[config.mk]
export PLATFORM = sky130hd
export DESIGN_NAME = src_pixel_aligner
export DESIGN_NICKNAME = d
export VERILOG_FILES = /design/src/rtl/spa_pkg.sv /design/src/rtl/spa_lane_sel.sv /design/src/rtl/spa_seq.sv /design/src/rtl/src_pixel_aligner.sv
export SDC_FILE = /design/constraint.sdc
export NUM_CORES = 1
export LEC_CHECK = 0
export BUFFER_PORTS_ARGS = -buffer_cell sky130_fd_sc_hd__buf_2
export CAP_MARGIN = 20
export CORE_MARGIN = 10
export CORE_UTILIZATION = 51
export DETAILED_ROUTE_END_ITERATION = 6
export PLACE_DENSITY = 0.82
export SETUP_SLACK_MARGIN = 0.5
export SLEW_MARGIN = 5
export SYNTH_ARGS = -nofsm -noshare
export SYNTH_HDL_FRONTEND = slang
export SYNTH_SLANG_ARGS = --single-unit
export TNS_END_PERCENT = 5
[constraint.sdc]
create_clock -name clk_i -period 3.97 [get_ports clk_i]
set_clock_uncertainty 0.2 [all_clocks]
set_input_delay 0.794 -clock clk_i [delete_from_list [all_inputs] [get_ports clk_i]]
set_output_delay 0.794 -clock clk_i [all_outputs]
set_load 0.02 [all_outputs]
[src/rtl/spa_pkg.sv]
package spa_pkg;
  typedef enum logic [1:0] {
    SM_COLOR  = 2'd0,
    SM_MONO   = 2'd1,
    SM_VECTOR = 2'd2,
    SM_COLOR2 = 2'd3
  } src_mode_e;

  typedef enum logic [1:0] {
    PD_8   = 2'd0,
    PD_16  = 2'd1,
    PD_32  = 2'd2,
    PD_32B = 2'd3
  } pix_depth_e;
endpackage

[src/rtl/spa_lane_sel.sv]
module spa_lane_sel
  import spa_pkg::*;
#(
  parameter int WORD_W = 32,
  parameter int IDX_W  = $clog2(WORD_W)
) (
  input  logic [WORD_W-1:0] word_i,
  input  logic [IDX_W-1:0]  idx_i,
  input  pix_depth_e        depth_i,
  output logic [WORD_W-1:0] pix_o,
  output logic              mono_bit_o
);
  localparam int N8  = WORD_W / 8;
  localparam int N16 = WORD_W / 16;
  localparam int B_W = $clog2(N8);
  localparam int H_W = (N16 > 1) ? $clog2(N16) : 1;

  logic [7:0]  b8  [N8];
  logic [15:0] h16 [N16];

  for (genvar g = 0; g < N8; g++) begin : g_b8
    assign b8[g] = word_i[g*8 +: 8];
  end
  for (genvar g = 0; g < N16; g++) begin : g_h16
    assign h16[g] = word_i[g*16 +: 16];
  end

  // msb-first within each byte, bytes low to high
  assign mono_bit_o = word_i[idx_i ^ IDX_W'(7)];

  always_comb begin
    case (depth_i)
      PD_8:    pix_o = WORD_W'(b8[idx_i[B_W-1:0]]);
      PD_16:   pix_o = WORD_W'(h16[idx_i[H_W-1:0]]);
      default: pix_o = word_i;
    endcase
  end
endmodule

[src/rtl/spa_seq.sv]
module spa_seq
  import spa_pkg::*;
#(
  parameter int WORD_W = 32,
  parameter int LINE_W = 12,
  parameter int IDX_W  = $clog2(WORD_W)
) (
  input  logic              clk_i,
  input  logic              rst_ni,
  input  src_mode_e         mode_i,
  input  pix_depth_e        depth_i,
  input  logic [LINE_W-1:0] line_len_i,
  input  logic [IDX_W-1:0]  start_off_i,
  input  logic              word_valid_i,
  input  logic [WORD_W-1:0] word_data_i,
  input  logic              pix_ready_i,
  output logic              word_ready_o,
  output logic              hold_valid_o,
  output logic [WORD_W-1:0] word_o,
  output logic [IDX_W-1:0]  idx_o
);
  logic [IDX_W:0]    ppw;
  logic [IDX_W-1:0]  last_idx, idx_q;
  logic [LINE_W-1:0] cnt_q, cnt_inc;
  logic [WORD_W-1:0] word_q;
  logic full_q, first_q, vec, accept, fire, line_end, word_end;

  always_comb begin
    if (mode_i == SM_MONO) ppw = (IDX_W+1)'(WORD_W);
    else begin
      case (depth_i)
        PD_8:    ppw = (IDX_W+1)'(WORD_W / 8);
        PD_16:   ppw = (IDX_W+1)'(WORD_W / 16);
        default: ppw = (IDX_W+1)'(1);
      endcase
    end
  end

  assign last_idx     = IDX_W'(ppw - 1'b1);
  assign vec          = (mode_i == SM_VECTOR);
  assign word_ready_o = !full_q && !vec;
  assign accept       = word_valid_i && word_ready_o;
  assign fire         = full_q && pix_ready_i && !vec;
  assign cnt_inc      = cnt_q + 1'b1;
  assign line_end     = (cnt_inc == line_len_i);
  assign word_end     = (idx_q == last_idx);

  always_ff @(posedge clk_i or negedge rst_ni) begin
    if (!rst_ni) begin
      full_q  <= 1'b0;
      first_q <= 1'b1;
      idx_q   <= '0;
      cnt_q   <= '0;
      word_q  <= '0;
    end else if (accept) begin
      word_q  <= word_data_i;
      full_q  <= 1'b1;
      first_q <= 1'b0;
      idx_q   <= first_q ? (start_off_i & last_idx) : '0;
    end else if (fire) begin
      if (line_end) begin
        full_q  <= 1'b0;
        first_q <= 1'b1;
        idx_q   <= '0;
        cnt_q   <= '0;
      end else if (word_end) begin
        full_q <= 1'b0;
        idx_q  <= '0;
        cnt_q  <= cnt_inc;
      end else begin
        idx_q <= idx_q + 1'b1;
        cnt_q <= cnt_inc;
      end
    end
  end

  assign hold_valid_o = full_q;
  assign word_o       = word_q;
  assign idx_o        = idx_q;

  AST_ONE_WORD: assert property (@(posedge clk_i) disable iff (!rst_ni)
    accept |=> !word_ready_o);
  AST_IDX_RANGE: assert property (@(posedge clk_i) disable iff (!rst_ni)
    full_q |-> (idx_q <= last_idx));
  AST_CNT_RANGE: assert property (@(posedge clk_i) disable iff (!rst_ni)
    (line_len_i != '0) |-> (cnt_q < line_len_i));
endmodule

[src/rtl/src_pixel_aligner.sv]
module src_pixel_aligner
  import spa_pkg::*;
#(
  parameter int WORD_W = 32,
  parameter int LINE_W = 12,
  localparam int IDX_W = $clog2(WORD_W)
) (
  input  logic              clk_i,
  input  logic              rst_ni,
  input  logic [1:0]        mode_i,
  input  logic [1:0]        depth_i,
  input  logic [LINE_W-1:0] line_len_i,
  input  logic [IDX_W-1:0]  start_off_i,
  input  logic [WORD_W-1:0] fg_color_i,
  input  logic [WORD_W-1:0] bg_color_i,
  input  logic              word_valid_i,
  input  logic [WORD_W-1:0] word_data_i,
  output logic              word_ready_o,
  output logic              pix_valid_o,
  output logic [WORD_W-1:0] pix_data_o,
  input  logic              pix_ready_i
);
  src_mode_e         mode;
  pix_depth_e        depth;
  logic              hold_valid, mono_bit;
  logic [WORD_W-1:0] word, lane_pix;
  logic [IDX_W-1:0]  idx;

  assign mode  = src_mode_e'(mode_i);
  assign depth = pix_depth_e'(depth_i);

  spa_seq #(.WORD_W(WORD_W), .LINE_W(LINE_W), .IDX_W(IDX_W)) u_seq (
    .clk_i        (clk_i),
    .rst_ni       (rst_ni),
    .mode_i       (mode),
    .depth_i      (depth),
    .line_len_i   (line_len_i),
    .start_off_i  (start_off_i),
    .word_valid_i (word_valid_i),
    .word_data_i  (word_data_i),
    .pix_ready_i  (pix_ready_i),
    .word_ready_o (word_ready_o),
    .hold_valid_o (hold_valid),
    .word_o       (word),
    .idx_o        (idx)
  );

  spa_lane_sel #(.WORD_W(WORD_W), .IDX_W(IDX_W)) u_lane (
    .word_i     (word),
    .idx_i      (idx),
    .depth_i    (depth),
    .pix_o      (lane_pix),
    .mono_bit_o (mono_bit)
  );

  always_comb begin
    case (mode)
      SM_VECTOR: pix_data_o = fg_color_i;
      SM_MONO:   pix_data_o = mono_bit ? fg_color_i : bg_color_i;
      default:   pix_data_o = lane_pix;
    endcase
  end
  assign pix_valid_o = (mode == SM_VECTOR) || hold_valid;

  AST_VECTOR_FG: assert property (@(posedge clk_i) disable iff (!rst_ni)
    (mode == SM_VECTOR) |-> (!word_ready_o && pix_valid_o && pix_data_o == fg_color_i));
  AST_MONO_TWO_COLORS: assert property (@(posedge clk_i) disable iff (!rst_ni)
    (mode == SM_MONO && pix_valid_o) |-> (pix_data_o == fg_color_i || pix_data_o == bg_color_i));
  AST_HOLD_STABLE: assert property (@(posedge clk_i) disable iff (!rst_ni)
    (pix_valid_o && !pix_ready_i && mode != SM_VECTOR) |=> (pix_valid_o && $stable(pix_data_o)));
endmodule

[Word level (Yosys, flattened, before mapping)]
Index checks and enable logic that the tools add are counted.
Operators by class
  add/subtract/negate cells: 3
  order comparisons: 3
  mux-type cells: 26
  reduce and logical (&&, ||, !) cells: 14
  equality and inequality tests: 5
  bitwise operators: 5
Operators with widths (count)
  one-hot mux 32 bit (2 select lines): 2
  two-way mux 16 bit: 3
  two-way mux 32 bit: 1
  two-way mux 5 bit: 5
  binary-select mux 8 bit (select 2 bit): 1
  two-way mux 8 bit: 2
  adder 12 x 1 -> 12 bit (second input constant): 1
  == test 12 bit: 1
  two-way mux 12 bit: 1
  two-way mux 1 bit: 8
  less-than comparator 5 x 6 -> 1 bit (second input constant): 1
  one-hot mux 3 bit (2 select lines): 1
  AND reduction 2 bit: 3
  adder 5 x 1 -> 5 bit (second input constant): 1
  AND 5 bit: 1
  binary-select mux 1 bit (select 5 bit): 1
  == test 5 bit: 1
  subtractor 5 x 1 -> 5 bit (second input constant): 1
  == test 2 x 1 -> 1 bit (second input constant): 2
  logical AND 1 bit: 4
  nonzero test 2 bit: 2
  greater-or-equal comparator 3 bit (second input constant): 1
  two-way mux 3 bit: 1
  inverter 2 -> 3 bit: 1
  other kinds (9): 10
Word-level totals
  word-level logic and storage cells: 61
  bits in registers: 51
  output and inout bits: 34
  input bits: 121

[Logic depth before layout (Yosys ltp)]
Gate-level depths: netlist of run 1.
  depth after elaboration: 9
  gate-level depth with buffers: 11
  mapped depth without buffers: 9

[By module]
From an unflattened synthesis of run 1, not the netlist that was laid out.
Second synthesis, totals
  cell total of the unflattened synthesis: 508
  area, all modules: 4419.2 um^2
Modules (own cells, without submodules)
  spa_seq: area each 2787.7 um^2, cells an instance 315, sequential area each 1277.5 um^2, times used 1
  spa_lane_sel: area each 957.2 um^2, cells an instance 109, sequential area each 0.0 um^2, times used 1
  src_pixel_aligner: area each 674.4 um^2, cells an instance 84, sequential area each 0.0 um^2, times used 1

[Worst setup path after synthesis of run 1]
Ideal clock, no wire load.
  kind: register to output
  from: register u_seq.idx_q[0] (netlist: u_seq.idx_o[0])
  to: output port pix_data_o[10]
  setup slack: 0.610 ns
  data arrival time: 2.366 ns
  stages on the path, launching flop included: 12
  required time: 2.976 ns
  path through: dfrtp_1 > buf_6 > buf_6 > mux2_1 > a221oi_1 > mux2i_1 > nand3_1 > o21a_1 > buf_6 > buf_4 > a31oi_1 > a22oi_1
Between the ends
  cells in the longest elaborated chain, start to end: 6
Ends and longest elaborated chain
  start, declared: RTL line spa_seq.sv:23  | logic [IDX_W-1:0] last_idx, idx_q;
  start signal, assigned: RTL line spa_seq.sv:59  | idx_q <= first_q ? (start_off_i & last_idx) : '0;
  start signal, assigned: RTL line spa_seq.sv:71  | idx_q <= idx_q + 1'b1;
  branches (longest 5 deep; another with two-way mux 32 bit)
  one-hot mux 32 bit (2 select lines) (*): RTL line src_pixel_aligner.sv:57  | case (mode)
  end, declared: RTL line src_pixel_aligner.sv:20  | output logic [WORD_W-1:0] pix_data_o,
Mark *: on every way between the ends. The select of a mux whose other input is x is not followed.

[Worst setup path after layout of run 1]
  from: register u_seq.idx_q[2] (netlist: u_seq.idx_o[2])
  to: output port pix_data_o[13]
Between the ends
  cells in the longest elaborated chain, start to end: 5
Ends and longest elaborated chain
  inverter 3 bit (no line)
  binary-select mux 1 bit (select 5 bit): RTL line spa_lane_sel.sv:29  | assign mono_bit_o = word_i[idx_i ^ IDX_W'(7)];
  two-way mux 1 bit (not written as such): RTL line spa_lane_sel.sv:29
  two-way mux 32 bit: RTL line src_pixel_aligner.sv:59  | SM_MONO: pix_data_o = mono_bit ? fg_color_i : bg_color_i;
  one-hot mux 32 bit (2 select lines): RTL line src_pixel_aligner.sv:57
Every way passes these cells. The select of a mux whose other input is x is not followed.

==> qor.json, run 1 <==
{
  "fillCellCount": 699,
  "clock_path_buffers": 2,
  "grt.met1_usage_pct": 26.6,
  "max_slew_margin_pct": 57.1,
  "yosys.cell_count.top_type": "nand2_1",
  "power.switching_fraction_pct": 44.0,
  "chipHeight_um": 112,
  "drtAntennaViolNets": 0,
  "min_path_type": "input pin to asynchronous set/reset pin",
  "setup.worst_path.end_class": "output pin",
  "final_core_util_pct": 65.9,
  "cell_internal_power_uw": 2040,
  "coreArea_sq_um": 8220,
  "max_freq_mhz": 267,
  "average_size_of_a_mapped_cell_sq_um": 9.34,
  "drt_iter0_drc": 310,
  "power.combinational.fraction_pct": 59.0,
  "worstMarginPinSlew_ns": 0.628,
  "netlist_instances": 460,
  "antenna_found_initial": 0,
  "numCtsBuffers": 5,
  "first_global_vias": 4523,
  "leak_pwr_uw": 0.00246,
  "number_of_flops_mapped_to_enable_cells_by_yosys": 0,
  "slew_violations": 0,
  "multi_input_area_sq_um": 2830,
  "cts_root_buf": "clkbuf_8",
  "syn-cell-area_sq_um": 4300,
  "power_per_cell_area_nw_per_um2": 673,
  "net-switching-power_uw": 1600,
  "top_ff_cell_synth": "dfrtp_1",
  "detailedRoute.firstPassIterationCount": 6,
  "min_period_ns": 3.75,
  "p_clk_share_pct": 10.0,
  "top_usage_layer": "met2",
  "via_count": 4389,
  "routed_wirelength_mm": 14.7,
  "finalSetupViolations": 0,
  "cts_hold_buffers": 0,
  "unrepaired_setup_endpoints_after_global_routing": "yes",
  "synthDistinctLibCells": 64,
  "flip_flop_and_latch_count_after_synthesis": 51,
  "dieArea_sq_um": 12500,
  "cp-start-kind": "register",
  "port-buffer-count": 154,
  "worst-path-max-fanout": 10,
  "post-route-drc-count": 0,
  "worstPathRequired_ns": 2.98,
  "crit_arrival_ns": 2.76,
  "finalCritPeriodShare_pct": 94.5,
  "drive_gt1_share_pct": 41.9,
  "synth.area.top_cells": "dfrtp_1, mux2_2, mux4_2",
  "path_class": "register to output pin",
  "global_route.usage.met3_pct": 5.42,
  "yosysSeqAreaShare_pct": 29.7,
  "report.final.hold_viol_count": 0,
  "cts-htree-levels": 2,
  "vdd.ir_drop.worst_mv": 0.477,
  "antenna_cells": 0,
  "slack_of_the_worst_reg_to_reg_path_ns": 0.85,
  "syn-num-nets": 587,
  "boundaryPins": 155,
  "synth_warnings": 0,
  "sequentialPowerShare_pct": 31.0,
  "register_area_sq_um": 1280,
  "yosys.area.top_type_share_pct": 29.1,
  "grt_first_pass_wirelength_mm": 23.2,
  "grt_use_met2_pct": 37.6,
  "wire_per_inst_um": 20.9,
  "status": "finished clean",
  "syn_to_layout_area_delta_pct": 26.0,
  "synthDominantAreaCellType": "dfrtp_1",
  "grt_overflow": 0,
  "clock_sink_count": 51,
  "gpl.final_weighted_congestion": 0.947,
  "clock_latency_ns": 0.30,
  "dieWidth_um": 112,
  "floorplan.initialDensity_pct": 52.3,
  "floorplan.rows": 33,
  "drv.max_cap_violation_count": 0,
  "dp.final_hpwl_mm": 11.6,
  "clk_pin_slew_ns": 0.09,
  "ys_top_cells_by_count": "nand2_1, dfrtp_1, mux2_2",
  "grt_max_degree": 52,
  "fin_setup_tns_ns": 0,
  "gr-usage-all-layers_pct": 21.9,
  "nNetsFinal": 727,
  "tritoncts_clock_tree": "done",
  "route.detailed.vias_per_inst": 6.22,
  "synth-async-reset-ratio_pct": 100
}
final timing paths:
kind                       cells past startpoint              end            start
max reg2reg                                    8   u_seq.idx_o[3]   u_seq.cnt_q[0]
min                                            1  u_seq.cnt_q[11]           rst_ni
max in group asynchronous                      2  u_seq.word_o[4]           rst_ni
min reg2reg                                    1  u_seq.cnt_q[11]  u_seq.cnt_q[11]
max                                            9   pix_data_o[13]   u_seq.idx_o[2]
min in group clk_i                             1  u_seq.cnt_q[11]  u_seq.cnt_q[11]
power groups by stage:
stage               logic [uW]  registers [uW]  clock network (uW)
CTS                       2130            1110                 372
floorplan                 1590             890                   0
detailed placement        1920            1110                   0
finish                    2150            1130                 365
global route              2320            1150                 394
global placement          1860            1100                   0
state kept, by name, indices dropped and copies added (netlist names):
name and flops:
u_seq.cnt_q 12, u_seq.first_q 1, u_seq.hold_valid_o 1, u_seq.idx_o 5
u_seq.word_o 32
metal layers:
layer	share of wire, %	wire (um)	up-vias
met5	0	0	-
met4	1.1	162	0
met3	10	1530	12
met2	49	7180	253
met1	40	5850	2084
li1	-	-	2040
cell usage in the layout, fill, tap and decap left out, types with 4 or more instances in the layout:
| cell type | instances |
|---|---|
| buf_2 | 139 |
| nand2_1 | 56 |
| dfrtp_1 | 49 |
| mux2_2 | 39 |
| o21ai_0 | 25 |
| buf_4 | 25 |
| a22oi_1 | 23 |
| and3_1 | 19 |
| a21oi_1 | 16 |
| a221o_1 | 15 |
| a31oi_1 | 14 |
| nand3_1 | 13 |
| mux4_2 | 12 |
| xnor2_1 | 12 |
| mux2i_1 | 11 |
| inv_1 | 10 |
| a21o_1 | 8 |
| nor2_1 | 7 |
| nand2b_1 | 6 |
| ha_1 | 6 |
| nor3b_1 | 5 |
| nand4_1 | 5 |
| a32oi_1 | 5 |
| xor2_1 | 5 |
| clkbuf_8 | 5 |
| and2_1 | 4 |
| a221oi_2 | 4 |
| nor2b_1 | 4 |
| nor3_1 | 4 |
| buf_12 | 4 |
logic make-up (layout without fill, tap and decap cells):
family,after synthesis,after routing,share of synthesized area (%)
AOI/OAI and AO/OA,129,129,21.0
and+or+nand+nor,144,145,19.1
adders and majority gates,6,6,1.75
buffers and inverters,50,190,5.65
DFF,51,51,29.7
xor gates and xnor gates,17,17,3.47
muxes,63,63,19.3
timing repair:
item | 4_1_cts | 5_1_grt
pin swaps | 17 | 1
cloned | 2 | 0
setup buffers | 4 | 0
endpoints found under the setup margin | 32 | 32
gates resized for setup | 29 | 0
endpoints found under the hold margin | 0 | 0
stage by stage:
| stage | cells | power (uW) | worst slack, ns | area [sq um] | hold slack [ns] |
|---|---|---|---|---|---|
| 2_1_floorplan | 460 | 2480 | 0.610 | 4300 | 0.267 |
| 3_5_place_dp | 691 | 3020 | 0.318 | 5100 | 0.284 |
| 3_3_place_gp | 691 | 2960 | 0.376 | 5100 | 0.279 |
| 5_1_grt | 706 | 3870 | 0.0581 | 5410 | 0.147 |
| 6_report | 706 | 3650 | 0.218 | 5410 | 0.146 |
| 4_1_cts | 705 | 3610 | 0.290 | 5390 | 0.298 |
critical path: stages, from the launching register on:
cell      delay, ns
dfrtp_1        0.54
and2_1         0.45
a22oi_1        0.13
a31oi_1        0.24
nand4b_1       0.14
nand3b_1       0.21
buf_4          0.23
nand2_1        0.08
a22oi_1        0.22
buf_2          0.22
layout make-up:
class	count	share of cell area (%)
multi-input combinational	360	52.3
sequential	51	23.6
timing repair buffer	171	18.8
tap	105	2.43
clock buffer	5	1.27
clock inverter	3	0.855
inverter	11	0.763
Power figures use the tool's default switching activity.
==> run 2, diff against run 1 <==
- CELL_PAD_IN_SITES_DETAIL_PLACEMENT: default -> 1
- CELL_PAD_IN_SITES_GLOBAL_PLACEMENT: default -> 1
- CORE_UTILIZATION: 51 -> 37
- PLACE_DENSITY: 0.82 -> default
- PLACE_DENSITY_LB_ADDON: default -> 0.1
==> qor.json, run 2 (synthesized netlist as in run 1, its figures left out) <==
{
  "status": "finished clean",
  "report.final.hold_viol_count": 0,
  "floorplan.rows": 39,
  "cell_internal_power_uw": 2150,
  "dieArea_sq_um": 16300,
  "critical_path_s_largest_stage_delay_ns": 0.50,
  "grt_overflow": 0,
  "vdd.ir_drop.worst_mv": 0.458,
  "setup.worst_path.end_class": "output pin",
  "syn_to_layout_area_delta_pct": 29.1,
  "largest_register_ffs": 32,
  "power_uw": 3800,
  "min_period_ns": 3.71,
  "grt_max_degree": 32,
  "tritoncts_clock_tree": "done",
  "cts-htree-levels": 2,
  "wire_per_inst_um": 22.0,
  "cts_hold_buffers": 0,
  "gr-usage-all-layers_pct": 19.1,
  "regToRegStartpoint": "u_seq.cnt_q[0]",
  "chipHeight_um": 128,
  "drt_iter0_drc": 203,
  "boundaryPins": 155,
  "clock_path_buffers": 2,
  "unrepaired_setup_endpoints_after_global_routing": "yes",
  "path_class": "register to output pin",
  "cp_top_family": "multiplexers",
  "coreArea_sq_um": 11400,
  "fillCellCount": 1358,
  "timing.critical_path.buf_inv": 2,
  "numCtsBuffers": 5,
  "grt_first_pass_wirelength_mm": 25.6,
  "first_global_vias": 4683,
  "power_per_cell_area_nw_per_um2": 685,
  "detailedRoute.firstPassIterationCount": 4,
  "min_path_cells": 2,
  "instances_no_fill": 745,
  "timing.critical_path.cells": "buf_12, mux4_2, a221oi_2, mux2i_1, nand4_1, nand3b_1, nor2b_4, a221o_1, buf_6",
  "nNetsFinal": 728,
  "most-common-layout-cells": "buf_2, nand2_1, dfrtp_1, mux2_2, o21ai_0",
  "timing.rr.end": "u_seq.idx_o[3]",
  "place_inst": 732,
  "route.detailed.vias_per_inst": 5.88,
  "antenna_found_initial": 0,
  "slowest_stage": "mux4_2",
  "dieWidth_um": 128,
  "max_freq_mhz": 269,
  "leak_pwr_uw": 0.00250,
  "worst-path-max-fanout": 8,
  "clk_pin_slew_ns": 0.07,
  "sequentialPowerShare_pct": 29.6,
  "mostFrequentLayoutCell": "buf_2",
  "max_slew_margin_pct": 48.9,
  "dp.final_hpwl_mm": 12.8,
  "net-switching-power_uw": 1650,
  "routed_wirelength_mm": 16.4,
  "min_path_type": "register to register",
  "antenna_cells": 0,
  "drv.max_cap_violation_count": 0,
  "clock_latency_ns": 0.29,
  "crit_arrival_ns": 2.72,
  "cts_root_buf": "clkbuf_16",
  "cp-start-kind": "register",
  "hold_start": "u_seq.first_q",
  "port-buffer-count": 154,
  "fin_setup_tns_ns": 0,
  "finalSetupViolations": 0,
  "drive_gt1_share_pct": 42.4,
  "floorplan.initialDensity_pct": 37.6,
  "via_count": 4381,
  "slew_violations": 0,
  "drtAntennaViolNets": 0,
  "critical_path_cell_count": 9,
  "gpl.final_weighted_congestion": 0.853,
  "worstMarginPinSlew_ns": 0.747,
  "power.switching_fraction_pct": 43.5,
  "worstPathRequired_ns": 2.98,
  "power.combinational.fraction_pct": 58.8,
  "clock_sink_count": 51,
  "post-route-drc-count": 0,
  "r2r.worst_path.cells": 8,
  "finalCritPeriodShare_pct": 93.6,
  "whs_endpoint": "u_seq.first_q",
  "slack_of_the_worst_reg_to_reg_path_ns": 0.76,
  "p_clk_share_pct": 11.5
}
run 2: cell types whose count changed in the layout (fill, tap and decap cells not counted), moves of 2 or more:
cell | before | now
buf_4 | 25 | 22
buf_2 | 139 | 137
clkbuf_16 | 0 | 6
clkbuf_8 | 5 | 1
buf_6 | 1 | 7
run 2: how the worst max path moves through the flow:
stage	start	slack (ns)	endpoint
2_1_floorplan	u_seq.idx_o[0]	0.61	pix_data_o[10]
3_3_place_gp	mode_i[1]	0.41	u_seq.idx_o[3]
3_5_place_dp	u_seq.idx_o[0]	0.37	pix_data_o[13]
4_1_cts	u_seq.idx_o[0]	0.22	pix_data_o[17]
5_1_grt	u_seq.idx_o[0]	0.11	pix_data_o[11]
6_report	u_seq.idx_o[0]	0.26	pix_data_o[17]
run 2: routing by layer:
layer,routed length [um],up-vias,global-route usage (%)
li1,-,2037,-
met1,6700,2176,22.6
met2,8340,151,34.2
met3,1130,17,3.93
met4,245,0,4.83
met5,0,-,0
run 2: final cells by class:
type / count / area [sq um] / area share [%]
inverters: 11 / 41.3 / 0.744
well taps: 143 / 179 / 3.22
flip-flops and latches: 51 / 1280 / 23.1
clock buffers: 7 / 143 / 2.57
repair buffers: 172 / 1060 / 19.1
multi-input cells: 360 / 2840 / 51.1
clock inverters: 1 / 8.76 / 0.158
run 2: stage by stage:
step | util [%] | instance area (sq um) | setup slack, ns | hold slack [ns]
after global routing | 48.6 | 5550 | 0.111 | 0.322
after detailed placement | 45.3 | 5170 | 0.372 | 0.286
final | 48.6 | 5550 | 0.255 | 0.297
after floorplan | - | 4300 | 0.610 | 0.267
after global placement | 45.3 | 5170 | 0.409 | 0.285
after CTS | 47.1 | 5380 | 0.218 | 0.297
run 2: worst min-delay path: stages, from the launching register on:
cell     delay [ns]
dfstp_2        0.39
inv_1          0.05
a21oi_1        0.05
run 2: power groups by stage:
| stage | Combinational (uW) | Sequential, uW | Clock (uW) |
|---|---|---|---|
| global route | 2430 | 1150 | 475 |
| detailed placement | 1980 | 1110 | 0 |
| CTS | 2060 | 1100 | 454 |
| floorplan | 1590 | 890 | 0 |
| global placement | 1930 | 1090 | 0 |
| finish | 2240 | 1130 | 438 |
run 2: repair_timing:
| action | CTS | global route |
|---|---|---|
| gates cloned | 1 | 2 |
| setup endpoints to repair | 32 | 35 |
| setup buffers | 1 | 1 |
| resized for setup | 5 | 36 |
| pin swaps | 0 | 19 |
==> run 3, diff against run 2 <==
- SYNTH_HIERARCHICAL: default -> 1
==> qor.json, run 3 <==
{
  "placed_cell_area_sq_um": 5300,
  "finalCritPeriodShare_pct": 93.3,
  "flip_flop_and_latch_count_after_synthesis": 51,
  "yosysSeqAreaShare_pct": 28.9,
  "max_freq_mhz": 270,
  "via_count": 4654,
  "timing.rr.end": "u_seq/idx_o[1]",
  "worstPathRequired_ns": 2.98,
  "clk_pin_slew_ns": 0.07,
  "cp-start-kind": "register",
  "mostFrequentLayoutCell": "buf_2",
  "final_core_util_pct": 48.9,
  "tritoncts_clock_tree": "done",
  "power_per_cell_area_nw_per_um2": 643,
  "min_period_ns": 3.70,
  "leak_pwr_uw": 0.00290,
  "dieWidth_um": 129,
  "yosys.area.top_type_share_pct": 28.3,
  "critical_path_s_largest_stage_delay_ns": 0.45,
  "most-common-layout-cells": "buf_2, nand2_1, a22o_1, dfrtp_1, a21o_1",
  "antenna_found_initial": 1,
  "grt_use_met2_pct": 35.3,
  "ys_top_cells_by_count": "nand2_1, dfrtp_1, a22o_1",
  "finalSetupViolations": 0,
  "clock_path_buffers": 2,
  "worst-path-max-fanout": 16,
  "layout.cell_area.non_filler_sq_um": 5660,
  "crit_arrival_ns": 2.71,
  "drv.max_cap_violation_count": 0,
  "synth.area.top_cells": "dfrtp_1, nand2_1, a22o_1",
  "syn_to_layout_area_delta_pct": 28.1,
  "min_path_type": "register to register",
  "setup.worst_path.end_class": "output pin",
  "instances_no_fill": 806,
  "syn-num-nets": 634,
  "max_slew_margin_pct": 40.5,
  "synth_warnings": 6,
  "coreArea_sq_um": 11600,
  "chipHeight_um": 129,
  "synthDominantAreaCellType": "dfrtp_1",
  "average_size_of_a_mapped_cell_sq_um": 8.70,
  "drt_iter0_drc": 249,
  "gr-usage-all-layers_pct": 20.8,
  "clock_latency_ns": 0.30,
  "top_ff_cell_synth": "dfrtp_1",
  "detailedRoute.firstPassIterationCount": 4,
  "slack_of_the_worst_reg_to_reg_path_ns": 1.36,
  "floorplan.initialDensity_pct": 38.2,
  "floorplan.rows": 39,
  "numCtsBuffers": 5,
  "synthDistinctLibCells": 62,
  "yosys.cell_count.top_type": "nand2_1",
  "synth-async-reset-ratio_pct": 100,
  "clock_sink_count": 51,
  "timing.critical_path.cells": "buf_4, mux4_2, nor2b_1, o311a_1, nor4_2, buf_4, buf_12, nor3b_4, buf_12, a22o_1, a21o_1, buf_4",
  "port-buffer-count": 154,
  "worstMarginPinSlew_ns": 0.891,
  "report.final.hold_viol_count": 0,
  "unrepaired_setup_endpoints_after_global_routing": "yes",
  "dieArea_sq_um": 16700,
  "top_usage_layer": "met2",
  "first_global_vias": 4965,
  "largest_register_ffs": 32,
  "drtAntennaViolNets": 0,
  "path_class": "register to output pin",
  "grt_overflow": 0,
  "critical_path.most_common_cell": "buf_4",
  "boundaryPins": 155,
  "grt_first_pass_wirelength_mm": 27.6,
  "slew_violations": 0,
  "cts-htree-levels": 2,
  "cts_hold_buffers": 0,
  "slowest_stage": "dfrtp_2",
  "cts_root_buf": "clkbuf_16",
  "netlist_instances": 508,
  "drive_gt1_share_pct": 35.7,
  "grt_max_degree": 35,
  "crit_start": "u_seq/idx_o[1]",
  "dp.final_hpwl_mm": 13.7,
  "grt.met1_usage_pct": 25.9,
  "r2r.worst_path.cells": 7,
  "route.detailed.vias_per_inst": 5.77,
  "worstSetupEndpoint": "pix_data_o[14]",
  "status": "finished clean",
  "number_of_flops_mapped_to_enable_cells_by_yosys": 0,
  "antenna_cells": 0,
  "post-route-drc-count": 0,
  "place_inst": 790,
  "global_route.usage.met3_pct": 5.34,
  "routed_wirelength_mm": 18.0,
  "hold-worst-slack_ns": 0.335,
  "syn-cell-area_sq_um": 4420,
  "nNetsFinal": 788,
  "wire_per_inst_um": 22.4,
  "vdd.ir_drop.worst_mv": 0.188,
  "gpl.final_weighted_congestion": 0.925,
  "regToRegStartpoint": "u_seq/cnt_q[0]"
}
## run 3: metal layers
metal	up-vias	share of wire (%)
li1	2179	-
met1	2286	43
met2	168	48
met3	19	8.2
met4	2	1.2
met5	-	0.072
## run 3: worst min path at each step
stage / start / to / slack (ns) / cells after the start
6_report: u_seq/cnt_q[10] / u_seq/cnt_q[10] / 0.34 / 1
3_3_place_gp: u_seq/cnt_q[10] / u_seq/cnt_q[10] / 0.33 / 1
5_1_grt: u_seq/first_q / u_seq/first_q / 0.37 / 1
3_5_place_dp: u_seq/cnt_q[10] / u_seq/cnt_q[10] / 0.33 / 1
4_1_cts: u_seq/cnt_q[10] / u_seq/cnt_q[10] / 0.34 / 1
2_1_floorplan: u_seq/word_o[3] / u_seq/word_o[3] / 0.28 / 2
## run 3: cells by family (layout without fill, tap and decap cells)
kind of cell | count (synthesis) | after routing | share of synthesized area (%)
simple gates | 202 | 203 | 22.7
fa+ha+maj | 5 | 5 | 1.42
compound gates | 160 | 160 | 28.8
flops | 51 | 51 | 28.9
mux | 23 | 23 | 8.04
xor+xnor | 21 | 21 | 4.16
buf+inv | 46 | 200 | 6.03
## run 3: area by class of cell
type / count / area, sq um
clock buffers: 6 / 139
clock inverters: 2 / 35.0
fillers: 1423 / 5900
inverters: 9 / 33.8
multi-input cells: 412 / 2960
flip-flops and latches: 51 / 1280
well taps: 143 / 179
repair buffers: 183 / 1030
## run 3: metrics by stage
step	power [uW]	setup WS, ns	setup TNS (ns)
after floorplan	2260	0.541	0
after global placement	2830	0.104	0
after detailed placement	2900	-0.0351	-0.0368
after CTS	3580	0.305	0
after global routing	3870	0.164	0
final	3640	0.268	0
## run 3: worst max-delay path, delay by kind of cell (launching register included)
family	cells	cell delay, ns
AO/OA/AOI/OAI	3	0.71
buffers and inverters	5	0.77
flip-flops	1	0.45
multiplexers	1	0.22
AND/OR/NAND/NOR	3	0.25
## run 3: power breakdown
part,total [uW],leakage (uW),switching [uW],internal [uW]
Sequential,1030,0.000643,323,707
Clock,511,0.0000868,197,314
Combinational,2100,0.00217,1090,1010
Total,3640,0.00290,1610,2030
## run 3: repair_timing
| item | CTS | global route |
|---|---|---|
| resized for setup | 12 | 12 |
| pin swaps | 5 | 0 |
| cloned | 1 | 0 |
| buffers inserted | 7 | 0 |
| setup endpoints to repair | 32 | 32 |
